--- src/rtl/dbuf_pkg.sv ---
package dbuf_pkg;
   typedef struct packed {
      logic open;
      logic is_tx;
      logic dbuf;
   } ctx_flags_t;
endpackage

--- src/rtl/dbuf_ctx.sv ---
module dbuf_ctx
   import dbuf_pkg::*;
#(
   parameter int PTR_W     = 16,
   parameter int SA_W      = 5,
   parameter bit BCAST_SEP = 1'b1,
   localparam int IDX_W    = SA_W + 2
) (
   input  logic             clk,
   input  logic             rst_n,
   input  logic             cmd_stb,
   input  logic             cmd_tx,
   input  logic             cmd_bcst,
   input  logic [SA_W-1:0]  cmd_sa,
   input  logic             cmd_dbuf_en,
   input  logic [PTR_W-1:0] cmd_ptr,
   input  logic             close,
   input  logic             fwd_we,
   input  logic [IDX_W-1:0] fwd_idx,
   input  logic [PTR_W-1:0] fwd_ptr,
   output ctx_flags_t       flags,
   output logic [PTR_W-1:0] ptr,
   output logic [IDX_W-1:0] idx
);
   logic [IDX_W-1:0] new_idx;
   logic [PTR_W-1:0] new_ptr;

   generate
      if (BCAST_SEP) begin : g_sep
         assign new_idx = {cmd_tx, cmd_bcst, cmd_sa};
      end else begin : g_shared
         assign new_idx = {cmd_tx, 1'b0, cmd_sa};
      end
   endgenerate

   assign new_ptr = (fwd_we && fwd_idx == new_idx) ? fwd_ptr : cmd_ptr;

   always_ff @(posedge clk) begin
      if (!rst_n) begin
         flags <= '0;
         ptr   <= '0;
         idx   <= '0;
      end else if (cmd_stb) begin
         flags.open  <= 1'b1;
         flags.is_tx <= cmd_tx;
         flags.dbuf  <= cmd_dbuf_en & ~cmd_tx;
         ptr         <= new_ptr;
         idx         <= new_idx;
      end else if (close) begin
         flags.open <= 1'b0;
      end
   end
endmodule

--- src/rtl/dbuf_addr.sv ---
module dbuf_addr
   import dbuf_pkg::*;
#(
   parameter int PTR_W  = 16,
   parameter int DATA_W = 16,
   parameter int BLK_W  = 5
) (
   input  logic              clk,
   input  logic              rst_n,
   input  logic              restart,
   input  logic              word_stb,
   input  logic [DATA_W-1:0] word_data,
   input  ctx_flags_t        flags,
   input  logic [PTR_W-1:0]  ptr,
   output logic              buf_we,
   output logic [PTR_W-1:0]  buf_addr,
   output logic [DATA_W-1:0] buf_wdata
);
   logic [BLK_W-1:0] word_idx;
   logic             word_hit;

   assign word_hit  = word_stb & flags.open;
   assign buf_we    = word_hit & ~flags.is_tx;
   assign buf_addr  = {ptr[PTR_W-1:BLK_W], word_idx};
   assign buf_wdata = word_data;

   always_ff @(posedge clk) begin
      if (!rst_n || restart) begin
         word_idx <= '0;
      end else if (word_hit) begin
         word_idx <= word_idx + 1'b1;
      end
   end
endmodule

--- src/rtl/dbuf_wb.sv ---
module dbuf_wb
   import dbuf_pkg::*;
#(
   parameter int PTR_W = 16,
   parameter int IDX_W = 7,
   parameter int TGL   = 5
) (
   input  logic             clk,
   input  logic             rst_n,
   input  logic             eom_stb,
   input  logic             eom_ok,
   input  ctx_flags_t       flags,
   input  logic [PTR_W-1:0] ptr,
   input  logic [IDX_W-1:0] idx,
   output logic             lut_we,
   output logic [IDX_W-1:0] lut_idx,
   output logic [PTR_W-1:0] lut_wdata
);
   localparam logic [PTR_W-1:0] FLIP = PTR_W'(1) << TGL;
   logic go;

   assign go = eom_stb & eom_ok & flags.open & flags.dbuf & ~flags.is_tx;

   always_ff @(posedge clk) begin
      if (!rst_n) begin
         lut_we    <= 1'b0;
         lut_idx   <= '0;
         lut_wdata <= '0;
      end else begin
         lut_we <= go;
         if (go) begin
            lut_idx   <= idx;
            lut_wdata <= ptr ^ FLIP;
         end
      end
   end
endmodule

--- src/rtl/dbuf_swapper.sv ---
module dbuf_swapper
   import dbuf_pkg::*;
#(
   parameter int PTR_W     = 16,
   parameter int DATA_W    = 16,
   parameter int SA_W      = 5,
   parameter int BLK_W     = 5,
   parameter bit BCAST_SEP = 1'b1,
   localparam int IDX_W    = SA_W + 2
) (
   input  logic              clk,
   input  logic              rst_n,
   input  logic              cmd_stb,
   input  logic              cmd_tx,
   input  logic              cmd_bcst,
   input  logic [SA_W-1:0]   cmd_sa,
   input  logic              cmd_dbuf_en,
   input  logic [PTR_W-1:0]  cmd_ptr,
   input  logic              word_stb,
   input  logic [DATA_W-1:0] word_data,
   input  logic              eom_stb,
   input  logic              eom_ok,
   output logic              buf_we,
   output logic [PTR_W-1:0]  buf_addr,
   output logic [DATA_W-1:0] buf_wdata,
   output logic              lut_we,
   output logic [IDX_W-1:0]  lut_idx,
   output logic [PTR_W-1:0]  lut_wdata
);
   generate
      if (BLK_W + 1 >= PTR_W) begin : g_bad_ptr
         $error("dbuf_swapper: PTR_W must exceed BLK_W+1");
      end
      if (SA_W < 1) begin : g_bad_sa
         $error("dbuf_swapper: SA_W must be positive");
      end
   endgenerate

   ctx_flags_t       flags;
   logic [PTR_W-1:0] ptr;
   logic [IDX_W-1:0] idx;

   dbuf_ctx #(.PTR_W(PTR_W), .SA_W(SA_W), .BCAST_SEP(BCAST_SEP)) u_ctx (
      .clk(clk), .rst_n(rst_n), .cmd_stb(cmd_stb), .cmd_tx(cmd_tx),
      .cmd_bcst(cmd_bcst), .cmd_sa(cmd_sa), .cmd_dbuf_en(cmd_dbuf_en),
      .cmd_ptr(cmd_ptr), .close(eom_stb), .fwd_we(lut_we),
      .fwd_idx(lut_idx), .fwd_ptr(lut_wdata), .flags(flags), .ptr(ptr),
      .idx(idx)
   );

   dbuf_addr #(.PTR_W(PTR_W), .DATA_W(DATA_W), .BLK_W(BLK_W)) u_addr (
      .clk(clk), .rst_n(rst_n), .restart(cmd_stb), .word_stb(word_stb),
      .word_data(word_data), .flags(flags), .ptr(ptr), .buf_we(buf_we),
      .buf_addr(buf_addr), .buf_wdata(buf_wdata)
   );

   dbuf_wb #(.PTR_W(PTR_W), .IDX_W(IDX_W), .TGL(BLK_W)) u_wb (
      .clk(clk), .rst_n(rst_n), .eom_stb(eom_stb), .eom_ok(eom_ok),
      .flags(flags), .ptr(ptr), .idx(idx), .lut_we(lut_we),
      .lut_idx(lut_idx), .lut_wdata(lut_wdata)
   );
endmodule

--- config.mk ---
export PLATFORM = sky130hd
export DESIGN_NAME = dbuf_swapper
export DESIGN_NICKNAME = d
export VERILOG_FILES = /design/src/rtl/dbuf_pkg.sv /design/src/rtl/dbuf_ctx.sv /design/src/rtl/dbuf_addr.sv /design/src/rtl/dbuf_wb.sv /design/src/rtl/dbuf_swapper.sv
export SDC_FILE = /design/constraint.sdc
export NUM_CORES = 1
export LEC_CHECK = 0
export CORE_MARGIN = 3
export CORE_UTILIZATION = 30
export DETAILED_ROUTE_END_ITERATION = 8
export GPL_ROUTABILITY_DRIVEN = 0
export MAX_ROUTING_LAYER = met4
export SLEW_MARGIN = 20
export SYNTH_ARGS = -nofsm -noshare
export SYNTH_HDL_FRONTEND = slang
export SYNTH_SLANG_ARGS = --single-unit
--- constraint.sdc ---
create_clock -name clk -period 2.15 [get_ports clk]
set_clock_uncertainty 0.2 [all_clocks]
set_input_delay 0.215 -clock clk [delete_from_list [all_inputs] [get_ports clk]]
set_output_delay 0.215 -clock clk [all_outputs]
set_load 0.02 [all_outputs]
-- Word-level counts from Yosys, hierarchy flattened
Index checks and enable logic that the tools add are counted.
- flip-flop bits (word level): 55
- bits of input ports: 46
- output and inout port bits: 57
- word-level logic and storage cells: 28
- add/sub/neg operators: 1
- equality and inequality tests: 1
- mux-type cells: 3
- bitwise logic cells: 10
- reduce and logical (&&, ||, !) cells: 4
- operators by type and width (operator ; number):
    16-bit 2-to-1 mux ; 1
    1-bit bitwise AND ; 7
    7-bit equality test ; 1
    5-bit by 1-bit adder with 5-bit output (second input constant) ; 1
    1-bit inverter ; 3
    1-bit 2-to-1 mux ; 2
    2-bit nonzero test ; 1
    1-bit logical AND ; 1
    1-bit logical NOT ; 1
    1-bit logical OR ; 1

-- Logic depth before layout (Yosys ltp)
Gate-level depths: netlist (run 1).
- word-level depth: 4
- gate-level depth with buffers: 6
- mapped depth without buffers: 4

-- Modules after synthesis
Synthesis (run 1) repeated with hierarchy kept, for this count alone.
- cells, all modules: 307
- area total of the unflattened synthesis: 2696.3 µm²
- by module, submodules not included (module ; times used ; cells each ; area each (µm²) ; seq. area each (µm²)):
    dbuf_ctx ; 1 ; 150 ; 1287.5 ; 500.5
    dbuf_wb ; 1 ; 104 ; 985.9 ; 480.5
    dbuf_addr ; 1 ; 53 ; 422.9 ; 100.1

-- Least setup slack after synthesis (run 1)
OpenSTA, ideal clock, no wires.
- path kind: register to register
- start point: reg u_wb.lut_we
- end point: reg u_ctx.ptr[10]
- library setup time: 70 ps
- data arrival time: 1725 ps
- required time: 1880 ps
- path slack: 155 ps
- stages on the path, launching flop included: 7
- buffers on the path: 3
- period minus slack after synthesis: 1995 ps
- cells stage by stage: dfxtp_1 clkbuf_1 or4b_1 buf_2 buf_6 o31a_1 a21oi_1
- longest elaborated chain between the ends: 2
- ends and longest elaborated chain (element ; line ; text):
    from (decl) ; dbuf_wb.sv:15 ; output logic lut_we,
    from (signal assigned) ; dbuf_wb.sv:30 ; lut_we <= go;
    1-bit logical AND ; dbuf_ctx.sv:36 ; assign new_ptr = (fwd_we && fwd_idx == new_idx) ? fwd_ptr : cmd_ptr;
    16-bit 2-to-1 mux ; dbuf_ctx.sv:36 ;
    to (signal assigned) ; dbuf_ctx.sv:47 ; ptr <= new_ptr;
    to (decl) ; dbuf_ctx.sv:22 ; output logic [PTR_W-1:0] ptr,
No other way between the ends.
A chain may end at the register's enable or synchronous reset.

-- Final worst setup path (run 1)
- start point: reg u_ctx.flags[2] (netlist name)
- end point: out buf_we
- longest elaborated chain between the ends: 2
- ends and longest elaborated chain (element ; line ; text):
    1-bit bitwise AND ; dbuf_addr.sv:22 ; assign word_hit = word_stb & flags.open;
    1-bit bitwise AND ; dbuf_addr.sv:23 ; assign buf_we = word_hit & ~flags.is_tx;
    to (decl) ; dbuf_swapper.sv:23 ; output logic buf_we,
No other way between the ends.

==> summary.md, run 1 <==
| Metric | Value |
|---|---|
| Minimum clock period | `2000 ps` |
| #FFs+latches synth | `54` |
| Reg2reg start | `u_wb.lut_idx[2]$_SDFFE_PN0P_` |
| CP Capture Type | `output port` |
| Worst-Margin Slew | `573 ps` |
| Die ar. | `9540 um^2` |
| Iteration-0 DRC Markers | `66` |
| RSZ-0062 raised after global routing | `no` |
| Register Area | `1080 um^2` |
| Initial antenna violation count | `0` |
| Peak supply drop | `0.261 mV` |
| Post-Route Setup TNS | `0 ps` |
| Detailed Route WL | `6150 um` |
| H-tree depth | `2` |
| Worst EP required | `1740 ps` |
| Max frequency | `501 MHz` |
| # clock sinks | `54` |
| Max_slew headroom | `61.8%` |
| Internal reg-to-reg setup slack | `190 ps` |
| Clk pin slew, worst setup/hold paths | `100 ps` |
| Core box area | `7930 um^2` |
| CTS buffer count | `5` |
| Slowest stage cell, crit path | `clkdlybuf4s50_1` |
| Drt first pass iters | `5` |
| CTS Buffer Depth | `2` |
| Area Overhead vs Synth | `28.5%` |
| Setup-failing EPs final | `0` |
| Hold buffer count at CTS | `0` |
| Die H | `97.7 um` |
| Cell internal pwr | `1420 uW` |
| Via density per instance | `4.84` |
| Hold path cells | `2` |
| Area of the multi-input gates | `1110 um^2` |
| Fin. max-slew vios | `0` |
| Hold path endpoint | `u_ctx.ptr[1]$_SDFFE_PN0P_` |
| Gate Count Post-Synth | `301` |
| Die Wd | `97.7 um` |
| Vias in the first global route | `2,000` |
| Clock share of power | `32.5%` |
| Syn nets | `348` |
| Period utilization | `92.9%` |
| FP Rows | `32` |
| Capture point of the worst reg-to-reg path | `u_ctx.ptr[9]$_SDFFE_PN0P_` |
| Seq/Total Area, Yosys | `42.9%` |
| Detailed-route DRC error count | `0` |
| Mapped Area | `2520 um^2` |
| Antenna Cells | `0` |
| Cell variety after synth | `32` |
| Leak | `0.00112 uW` |
| Status | `complete, no violations` |
| Total of max-cap violations | `0` |
| Critical path class | `reg -> out` |
| Clk_lat worst skew | `310 ps` |
| Placed insts | `436` |
| Layout cell share with drive strength beyond 1 | `6.14%` |
| Final core occ | `40.9%` |
| Psw | `471 uW` |
| IO Port Bufs | `70` |
| Total congestion overflow | `0` |
| # fillers | `808` |
| Post-CTS resize count | `0` |
| Wire length per cell | `13.9 um` |
| PwrDens | `583 nW/um^2` |
| Final hold vios | `0` |
| Min-delay worst type | `in -> reg` |
| Reg power frac | `55.6%` |
| Tot Pwr | `1890 uW` |
| Maximum fanout along the worst path | `7` |
| Fin nets | `388` |
| First-pass GRT wire length | `9930 um` |
| Mean Syn Cell Area | `8.38 um^2` |
| Switching part of the total | `24.9%` |
| CP Launch Type | `register` |
| CTS tree | `yes` |
| Global-route usage over all layers | `13.1%` |
| Remaining antenna violation count | `0` |
| Largest net degree at the start of global routing | `32` |
| Starting Density | `31.8%` |
| Post-CTS setup buffer count | `0` |
| Comb pwr share | `11.9%` |
| Fin cells | `444` |
| Hpwl dp | `4260 um` |
| Root buf cell | `clkbuf_8` |
| Crit path DAT | `1580 ps` |
| Critical-path cell list | `nand2_1 -> nor2_1 -> clkdlybuf4s50_1` |
| Worst hold start | `cmd_stb` |
| Worst path max stage delay | `610 ps` |
| R2R cell count | `5` |
| Vias | `2,147` |
| # IOs | `103` |
| Yosys warns | `0` |
synthesized netlist by cell type:
| master | count | area share (%) |
|---|---|---|
| nor2_1 | 5 | 0.74 |
| a21oi_1 | 10 | 2.0 |
| nand4_1 | 2 | 0.50 |
| o21a_1 | 1 | 0.30 |
| o21ai_1 | 16 | 3.2 |
| a31oi_1 | 7 | 1.7 |
| nand3b_1 | 1 | 0.30 |
| o211a_1 | 1 | 0.40 |
| and2_1 | 1 | 0.25 |
| nor2b_1 | 9 | 2.2 |
| nand2b_1 | 2 | 0.50 |
| nand3_1 | 4 | 0.79 |
| nand2_1 | 52 | 7.7 |
| clkbuf_1 | 18 | 2.7 |
| and4_1 | 1 | 0.35 |
| dfxtp_1 | 54 | 43 |
| ha_1 | 1 | 0.50 |
| xnor2_1 | 4 | 1.4 |
| or2_1 | 1 | 0.25 |
| xor2_1 | 7 | 2.4 |
| mux2i_1 | 7 | 2.8 |
| or4_1 | 7 | 2.1 |
| buf_2 | 1 | 0.20 |
| a21boi_1 | 22 | 6.5 |
| buf_6 | 1 | 0.45 |
| inv_1 | 9 | 1.3 |
| and3_1 | 2 | 0.50 |
| buf_1 | 2 | 0.30 |
| or4b_1 | 1 | 0.40 |
| buf_4 | 27 | 8.0 |
| o21ai_0 | 16 | 3.2 |
| o31a_1 | 9 | 3.1 |
routing by layer:
| metal | share of wire (%) | up-vias | global-route usage (%) |
|---|---|---|---|
| met4 | 1.3 | 0 | 4.15 |
| met3 | 6.9 | 13 | 3.66 |
| met1 | 47 | 979 | 17.0 |
| li1 | - | 1071 | - |
| met5 | 0 | - | - |
| met2 | 45 | 84 | 19.9 |
through the flow:
stage / cell area (um^2) / worst slack, ps / hold slack, ps
5_1_grt: 3240 / 47.5 / 230
6_report: 3240 / 153 / 224
3_5_place_dp: 3140 / -133 / 230
4_1_cts: 3240 / 130 / 230
2_1_floorplan: 2520 / 155 / 174
3_3_place_gp: 3140 / -82.2 / 230
cells by family after synthesis:
kind of cell	share of synthesized area, %
buf+inv	13.0
fa+ha+maj	0.496
mux	2.78
flops	42.9
xor+xnor	3.82
compound gates	20.4
simple gates	16.6
critical path, delay by kind of cell, from the launching register on:
family	cells	cell delay, ps
flops	1	420
simple gates	2	240
buf+inv	1	610
worst max-delay path by stage:
stage	startpoint	endpoint	slack (ps)	cells after the start
2_1_floorplan	u_wb.lut_we$_SDFF_PN0_	u_ctx.ptr[10]$_SDFFE_PN0P_	160	6
3_3_place_gp	cmd_sa[2]	u_ctx.ptr[10]$_SDFFE_PN0P_	-80	6
3_5_place_dp	cmd_tx	u_ctx.ptr[7]$_SDFFE_PN0P_	-130	6
4_1_cts	u_ctx.flags[2]$_SDFFE_PN0P_	buf_we	130	3
5_1_grt	u_ctx.flags[2]$_SDFFE_PN0P_	buf_we	50	3
6_report	u_ctx.flags[2]$_SDFFE_PN0P_	buf_we	150	3
state kept, by name (all words and copies together) (netlist names):
signal	count
u_ctx.flags	2
u_ctx.ptr	16
u_wb.lut_wdata	16
u_wb.lut_we	1
u_wb.lut_idx	7
u_ctx.idx	7
u_addr.word_idx	5
placed cells by master (no fill, tap or decap), drive strengths merged, types with 4 or more instances in the layout:
master,n
nor2b,9
nand3,4
buf,13
nand2,52
or4,7
inv,9
xor2,7
a31oi,7
a21boi,22
a21oi,10
clkdlybuf4s50,69
o21ai,32
clkbuf,6
mux2i,7
dfxtp,54
nor2,5
xnor2,4
o31a,9
area by class of cell:
class                   instances  share of cell area (%)
clock buffers                   6                    2.55
clock inverters                 2                   0.540
inverters                       9                    1.04
multi-input cells             189                    34.3
flip-flops and latches         54                    33.3
well taps                     102                    3.94
repair buffers                 82                    24.2
power groups by stage:
stage	Sequential [uW]	Clock, uW	Combinational (uW)
6_report	1050	615	225
3_5_place_dp	1080	0	226
5_1_grt	1060	675	244
2_1_floorplan	1070	0	172
4_1_cts	1050	634	227
3_3_place_gp	1080	0	224
Power figures use the tool's default switching activity.
==> inputs of run 2 (changes only) <==
CTS_BUF_LIST = sky130_fd_sc_hd__clkbuf_2   (was default)
==> run 2 against run 1 <==
Against the previous run: critical path depth is 2 higher; worst hold slack worse by 170 ps; cell count unchanged; clock-buffer cell count down 1; register-to-register slack lost 30 ps; setup slack improved by 7.3 ps.
==> summary.md, run 2 (synthesis results as in run 1) <==
| Metric | Value |
|---|---|
| Biggest regs | `u_ctx.ptr (16), u_wb.lut_wdata (16)` |
| Global-route usage over all layers | `13.2% (+0.015 points)` |
| Reg power frac | `62.3% (+6.7 points)` |
| Internal reg-to-reg setup slack | `160 ps (-30 ps)` |
| IO Port Bufs | `70 (unchanged)` |
| Status | `complete, no violations` |
| # clock sinks | `54 (unchanged)` |
| Vias in the first global route | `1,992 (-0.40%)` |
| Dpl ws | `-133 ps (unchanged)` |
| Worst-Margin Slew | `572 ps (-0.974 ps)` |
| RSZ-0062 raised after global routing | `no` |
| Clk pin slew, worst setup/hold paths | `290 ps (+190 ps)` |
| Initial antenna violation count | `0 (unchanged)` |
| Vias | `2,138 (-0.42%)` |
| Die ar. | `9540 um^2 (unchanged)` |
| Fin nets | `388 (unchanged)` |
| Max_slew headroom | `61.9% (+0.065 points)` |
| Post-Route Setup TNS | `0 ps (unchanged)` |
| Min-delay worst type | `in -> reg` |
| Cell internal pwr | `1240 uW (-13%)` |
| Wire length per cell | `13.8 um (-0.57%)` |
| Hold buffer count at CTS | `0 (unchanged)` |
| Peak supply drop | `0.236 mV (-9.8%)` |
| Die H | `97.7 um (unchanged)` |
| Critical path class | `reg -> reg` |
| Switching part of the total | `26.9% (+2.0 points)` |
| Maximum fanout along the worst path | `25 (+18)` |
| Total of max-cap violations | `0 (unchanged)` |
| Final hold vios | `0 (unchanged)` |
| Via density per instance | `4.82 (-0.42%)` |
| Clk_lat worst skew | `460 ps (+150 ps)` |
| Clock share of power | `24.5% (-8.0 points)` |
| Remaining antenna violation count | `0 (unchanged)` |
| Leak | `0.00112 uW (+0.24%)` |
| R2R cell count | `5 (unchanged)` |
| Setup ws final | `161 ps (+7.30 ps)` |
| Antenna Cells | `0 (unchanged)` |
| CTS buffer count | `5 (unchanged)` |
| CP Capture Type | `register` |
| Total congestion overflow | `0 (unchanged)` |
| Iteration-0 DRC Markers | `64 (-3.0%)` |
| CTS Buffer Depth | `2 (unchanged)` |
| Root buf cell | `clkbuf_2` |
| Fin. max-slew vios | `0 (unchanged)` |
| Post-CTS setup buffer count | `0 (unchanged)` |
| Psw | `456 uW (-3.0%)` |
| Core box area | `7930 um^2 (unchanged)` |
| Hpwl dp | `4260 um (unchanged)` |
| Fin Hold WS | `57.0 ps (-167 ps)` |
| Worst EP required | `2350 ps (+610 ps)` |
| FP Rows | `32 (unchanged)` |
| Starting Density | `31.8% (unchanged)` |
| H-tree depth | `2 (unchanged)` |
| CP Launch Type | `register` |
| Reg2reg start | `u_wb.lut_idx[2]$_SDFFE_PN0P_` |
| Comb pwr share | `13.2% (+1.3 points)` |
| Minimum clock period | `1990 ps (-7.30 ps)` |
| Fin cells | `444 (unchanged)` |
| CTS tree | `yes` |
| Critical path origin | `u_wb.lut_idx[2]$_SDFFE_PN0P_` |
| Capture point of the worst reg-to-reg path | `u_ctx.ptr[9]$_SDFFE_PN0P_` |
| Drt first pass iters | `4 (-1)` |
| Setup-failing EPs final | `0 (unchanged)` |
| Worst Setup EP | `u_ctx.ptr[9]$_SDFFE_PN0P_` |
| Largest net degree at the start of global routing | `32 (unchanged)` |
| # IOs | `103 (unchanged)` |
| Layout cell share with drive strength beyond 1 | `6.43% (+0.29 points)` |
| Placed insts | `436 (unchanged)` |
| Period utilization | `92.5% (-0.34 points)` |
| # fillers | `815 (+0.87%)` |
| Most common cell after layout, fill and taps aside | `clkdlybuf4s50_1` |
| Die Wd | `97.7 um (unchanged)` |
| Detailed Route WL | `6120 um (-0.57%)` |
| Max frequency | `503 MHz (+0.37%)` |
| First-pass GRT wire length | `9900 um (-0.28%)` |
| Detailed-route DRC error count | `0 (unchanged)` |
| Commonest cells after routing, fill and taps aside | `clkdlybuf4s50_1 (67), nand2_1 (52), dfxtp_1 (52)` |
| PwrDens | `532 nW/um^2 (-8.8%)` |
| Crit path DAT | `2190 ps (+610 ps)` |
| Area Overhead vs Synth | `26.5%` |
| Tot Pwr | `1700 uW (-10%)` |
==> run 2: changes by cell type in the layout (fill, tap and decap cells not counted) <==
| cell | previous run | this run |
|---|---|---|
| dfxtp_2 | 0 | 2 |
| dfxtp_1 | 54 | 52 |
| clkbuf_8 | 6 | 0 |
| dlygate4sd2_1 | 0 | 1 |
| clkinv_1 | 0 | 1 |
| clkbuf_2 | 0 | 5 |
| clkdlybuf4s50_1 | 69 | 67 |
| dlymetal6s2s_1 | 0 | 1 |
==> run 2: how the worst min path moves through the flow <==
stage          cells after the start     startpoint                           to  slack [ps]
6_report                           2        cmd_stb    u_ctx.ptr[1]$_SDFFE_PN0P_          60
3_3_place_gp                       0  word_data[14]                buf_wdata[14]         230
2_1_floorplan                      2    cmd_ptr[15]   u_ctx.ptr[15]$_SDFFE_PN0P_         170
4_1_cts                            2        cmd_stb    u_ctx.ptr[1]$_SDFFE_PN0P_          50
5_1_grt                            3    cmd_dbuf_en  u_ctx.flags[0]$_SDFFE_PN0P_          30
3_5_place_dp                       0  word_data[14]                buf_wdata[14]         230
==> run 2: metal layers <==
metal,vias up,wire (um),global-route usage [%]
li1,1072,-,-
met1,982,2780,16.7
met2,69,2780,20.0
met3,15,475,4.52
met4,0,78,3.51
met5,-,0,-
==> run 2: power groups by stage <==
| stage | Sequential [uW] | Combinational [uW] | Clock (uW) |
|---|---|---|---|
| 2_1_floorplan | 1070 | 172 | 0 |
| 4_1_cts | 1060 | 227 | 437 |
| 3_5_place_dp | 1080 | 226 | 0 |
| 3_3_place_gp | 1080 | 224 | 0 |
| 6_report | 1060 | 224 | 416 |
| 5_1_grt | 1060 | 243 | 474 |
==> run 2: area by class of cell <==
type                            count  area (um^2)  share of cell area (%)
Multi-Input combinational cell    189         1110                    34.9
Sequential cell                    54         1080                    33.9
Timing Repair Buffer               82          787                    24.7
Tap cell                          102          128                    4.00
Inverter                            9         33.8                    1.06
Clock buffer                        5         25.0                   0.784
Clock inverter                      3         21.3                   0.666
==> run 2: stage by stage <==
stage,util (%),cell area (um^2)
floorplan,-,2520
global placement,39.6,3140
detailed placement,39.6,3140
CTS,40.2,3190
global route,40.3,3190
finish,40.3,3190
==> run 2: what timing repair did <==
| item | CTS | global route |
|---|---|---|
| gates resized for setup | 2 | 2 |
| setup endpoints to repair | 1 | 2 |
| endpoints found under the hold margin | 0 | 0 |
==> run 2: critical path: stages (launching register included) <==
cell,delay (ps)
dfxtp_2,410
xor2_1,160
or4b_1,510
buf_4,230
o31a_1,250
a21oi_1,150
==> inputs of run 3 (changes only) <==
RECOVER_POWER = 50   (was default)
==> run 3 against run 2 <==
Against the previous run: setup slack improved by 4.6 ps; fmax rose by 0.23%; routed wire length up 0.70%; non-clock buffer count did not move; global-route usage did not move; total power about the same; clock-buffer cell count unchanged; combinational power is essentially flat; cell count unchanged; critical path type unchanged; critical path depth unchanged; sequential share of layout area is 0.16 points higher; register-to-register slack hardly changed.
==> summary.md, run 3 (synthesis results as in run 1) <==
| Metric | Value |
|---|---|
| Status | `complete, no violations` |
| Fin nets | `388 (unchanged)` |
| Die ar. | `9540 um^2 (unchanged)` |
| Wire length per cell | `13.9 um (+0.70%)` |
| # clock sinks | `54 (unchanged)` |
| First-pass GRT wire length | `9900 um (unchanged)` |
| # fillers | `818 (+0.37%)` |
| Die Wd | `97.7 um (unchanged)` |
| Biggest regs | `u_ctx.ptr (16), u_wb.lut_wdata (16)` |
| Worst path max stage delay | `510 ps (about the same)` |
| M1 wire length | `2870 um (+3.4%)` |
| Hold buffer count at CTS | `0 (unchanged)` |
| IO Port Bufs | `70 (unchanged)` |
| Critical-path cell list | `xor2_1 -> or4b_1 -> buf_4 -> o31a_1 -> a21oi_1` |
| Setup-failing EPs final | `0 (unchanged)` |
| CTS Buffer Depth | `2 (unchanged)` |
| Commonest cells after routing, fill and taps aside | `clkdlybuf4s50_1 (66), dfxtp_1 (53), nand2_1 (52)` |
| Starting Density | `31.8% (unchanged)` |
| FP Rows | `32 (unchanged)` |
| Via density per instance | `4.86 (+0.84%)` |
| Min-delay worst type | `in -> reg` |
| Remaining antenna violation count | `0 (unchanged)` |
| Clk_lat worst skew | `460 ps (about the same)` |
| Max frequency | `504 MHz (+0.23%)` |
| Max_slew headroom | `28.9% (-33 points)` |
| Period utilization | `92.3% (-0.21 points)` |
| Fin. max-slew vios | `0 (unchanged)` |
| Crit path DAT | `2190 ps (about the same)` |
| Vias in the first global route | `1,992 (unchanged)` |
| PwrDens | `535 nW/um^2 (+0.53%)` |
| Detailed-route DRC error count | `0 (unchanged)` |
| CP Launch Type | `register` |
| Area Overhead vs Synth | `25.8%` |
| Hpwl dp | `4260 um (unchanged)` |
| H-tree depth | `2 (unchanged)` |
| # IOs | `103 (unchanged)` |
| Most common cell after layout, fill and taps aside | `clkdlybuf4s50_1` |
| Layout cell share with drive strength beyond 1 | `5.85% (-0.58 points)` |
| Routed met3 length | `450 um (-5.3%)` |
| Final core occ | `40.0% (-0.24 points)` |
| Vias | `2,156 (+0.84%)` |
| Detailed Route WL | `6160 um (+0.70%)` |
| Iteration-0 DRC Markers | `70 (+9.4%)` |
| Met2 WL | `2750 um (-1.1%)` |
| Leak | `0.00108 uW (-3.4%)` |
| CTS tree | `yes` |
| Total congestion overflow | `0 (unchanged)` |
| CTS buffer count | `5 (unchanged)` |
| Slowest stage cell, crit path | `or4b_1` |
| Global-route usage over all layers | `13.2% (unchanged)` |
| Root buf cell | `clkbuf_2` |
| Worst EP required | `2360 ps (about the same)` |
| Minimum clock period | `1980 ps (-4.61 ps)` |
| Max Used Layer | `met4` |
| Clk pin slew, worst setup/hold paths | `290 ps (about the same)` |
| Peak supply drop | `0.239 mV (+1.4%)` |
| Antenna Cells | `0 (unchanged)` |
| Largest net degree at the start of global routing | `32 (unchanged)` |
| RSZ-0062 raised after global routing | `no` |
| Dpl cell area | `3140 um^2 (unchanged)` |
| Design area | `3170 um^2 (-0.59%)` |
| Drt first pass iters | `4 (unchanged)` |
| CP Capture Type | `register` |
| Total of max-cap violations | `0 (unchanged)` |
| Final hold vios | `0 (unchanged)` |
| Critical path class | `reg -> reg` |
| Maximum fanout along the worst path | `25 (unchanged)` |
| Core box area | `7930 um^2 (unchanged)` |
| Worst-Margin Slew | `1070 ps (+494 ps)` |
| Die H | `97.7 um (unchanged)` |
| Initial antenna violation count | `0 (unchanged)` |
run 3: changes by cell type in the layout (fill, tap and decap cells not counted), sizes merged:
cell / change
clkbuf: +4
buf: -3
clkdlybuf4s50: -1
dlygate4sd3: +1
dlymetal6s2s: -1
run 3: layer usage:
layer | up-vias | GRT usage [%]
met5 | - | -
met4 | 0 | 3.51
met3 | 15 | 4.52
met2 | 73 | 20.0
met1 | 995 | 16.7
li1 | 1073 | -
run 3: critical path: cells and delay by family (launching register included):
| kind | cells | cell delay (ps) |
|---|---|---|
| AND/OR/NAND/NOR | 1 | 510 |
| buffers and inverters | 1 | 230 |
| XOR/XNOR | 1 | 160 |
| AO/OA/AOI/OAI | 2 | 400 |
| flip-flops | 1 | 410 |
run 3: power breakdown:
group          switching (uW)  leakage, uW  total, uW  internal, uW
registers                21.0     0.000441       1060          1040
logic                     101     0.000607        222           121
clock network             335    0.0000306        417          81.7
total                     457      0.00108       1700          1240
run 3: layout make-up:
type / count / area [um^2] / area share (%)
tap: 102 / 128 / 4.02
clock inverter: 3 / 21.3 / 0.670
multi-input combinational: 189 / 1110 / 35.1
timing repair buffer: 82 / 769 / 24.3
sequential: 54 / 1080 / 34.1
clock buffer: 5 / 25.0 / 0.789
inverter: 9 / 33.8 / 1.06
run 3: worst paths after layout:
kind / startpoint / endpoint / slack, ps / depth (start not counted)
setup / recovery: u_wb.lut_idx[2]$_SDFFE_PN0P_ / u_ctx.ptr[9]$_SDFFE_PN0P_ / 170 / 5
hold / removal: cmd_stb / u_ctx.ptr[1]$_SDFFE_PN0P_ / 60 / 2
setup reg to reg: u_wb.lut_idx[2]$_SDFFE_PN0P_ / u_ctx.ptr[9]$_SDFFE_PN0P_ / 170 / 5
hold reg to reg: u_ctx.idx[2]$_SDFFE_PN0P_ / u_wb.lut_idx[2]$_SDFFE_PN0P_ / 280 / 2
run 3: what timing repair did:
action                     4_1_cts  5_1_grt
setup buffers                    0        0
gates resized for setup          2        2
gates cloned                     0        0
setup endpoints to repair        1        2
run 3: per-stage QoR:
stage	cells	TNS [ps]	worst slack (ps)	hold slack, ps	power (uW)
2_1_floorplan	301	0	155	174	1240
5_1_grt	444	0	17.4	38.1	1780
3_3_place_gp	436	-723	-82.2	230	1300
3_5_place_dp	436	-1170	-133	230	1300
6_report	444	0	165	56.0	1700
4_1_cts	444	0	43.7	48.0	1720
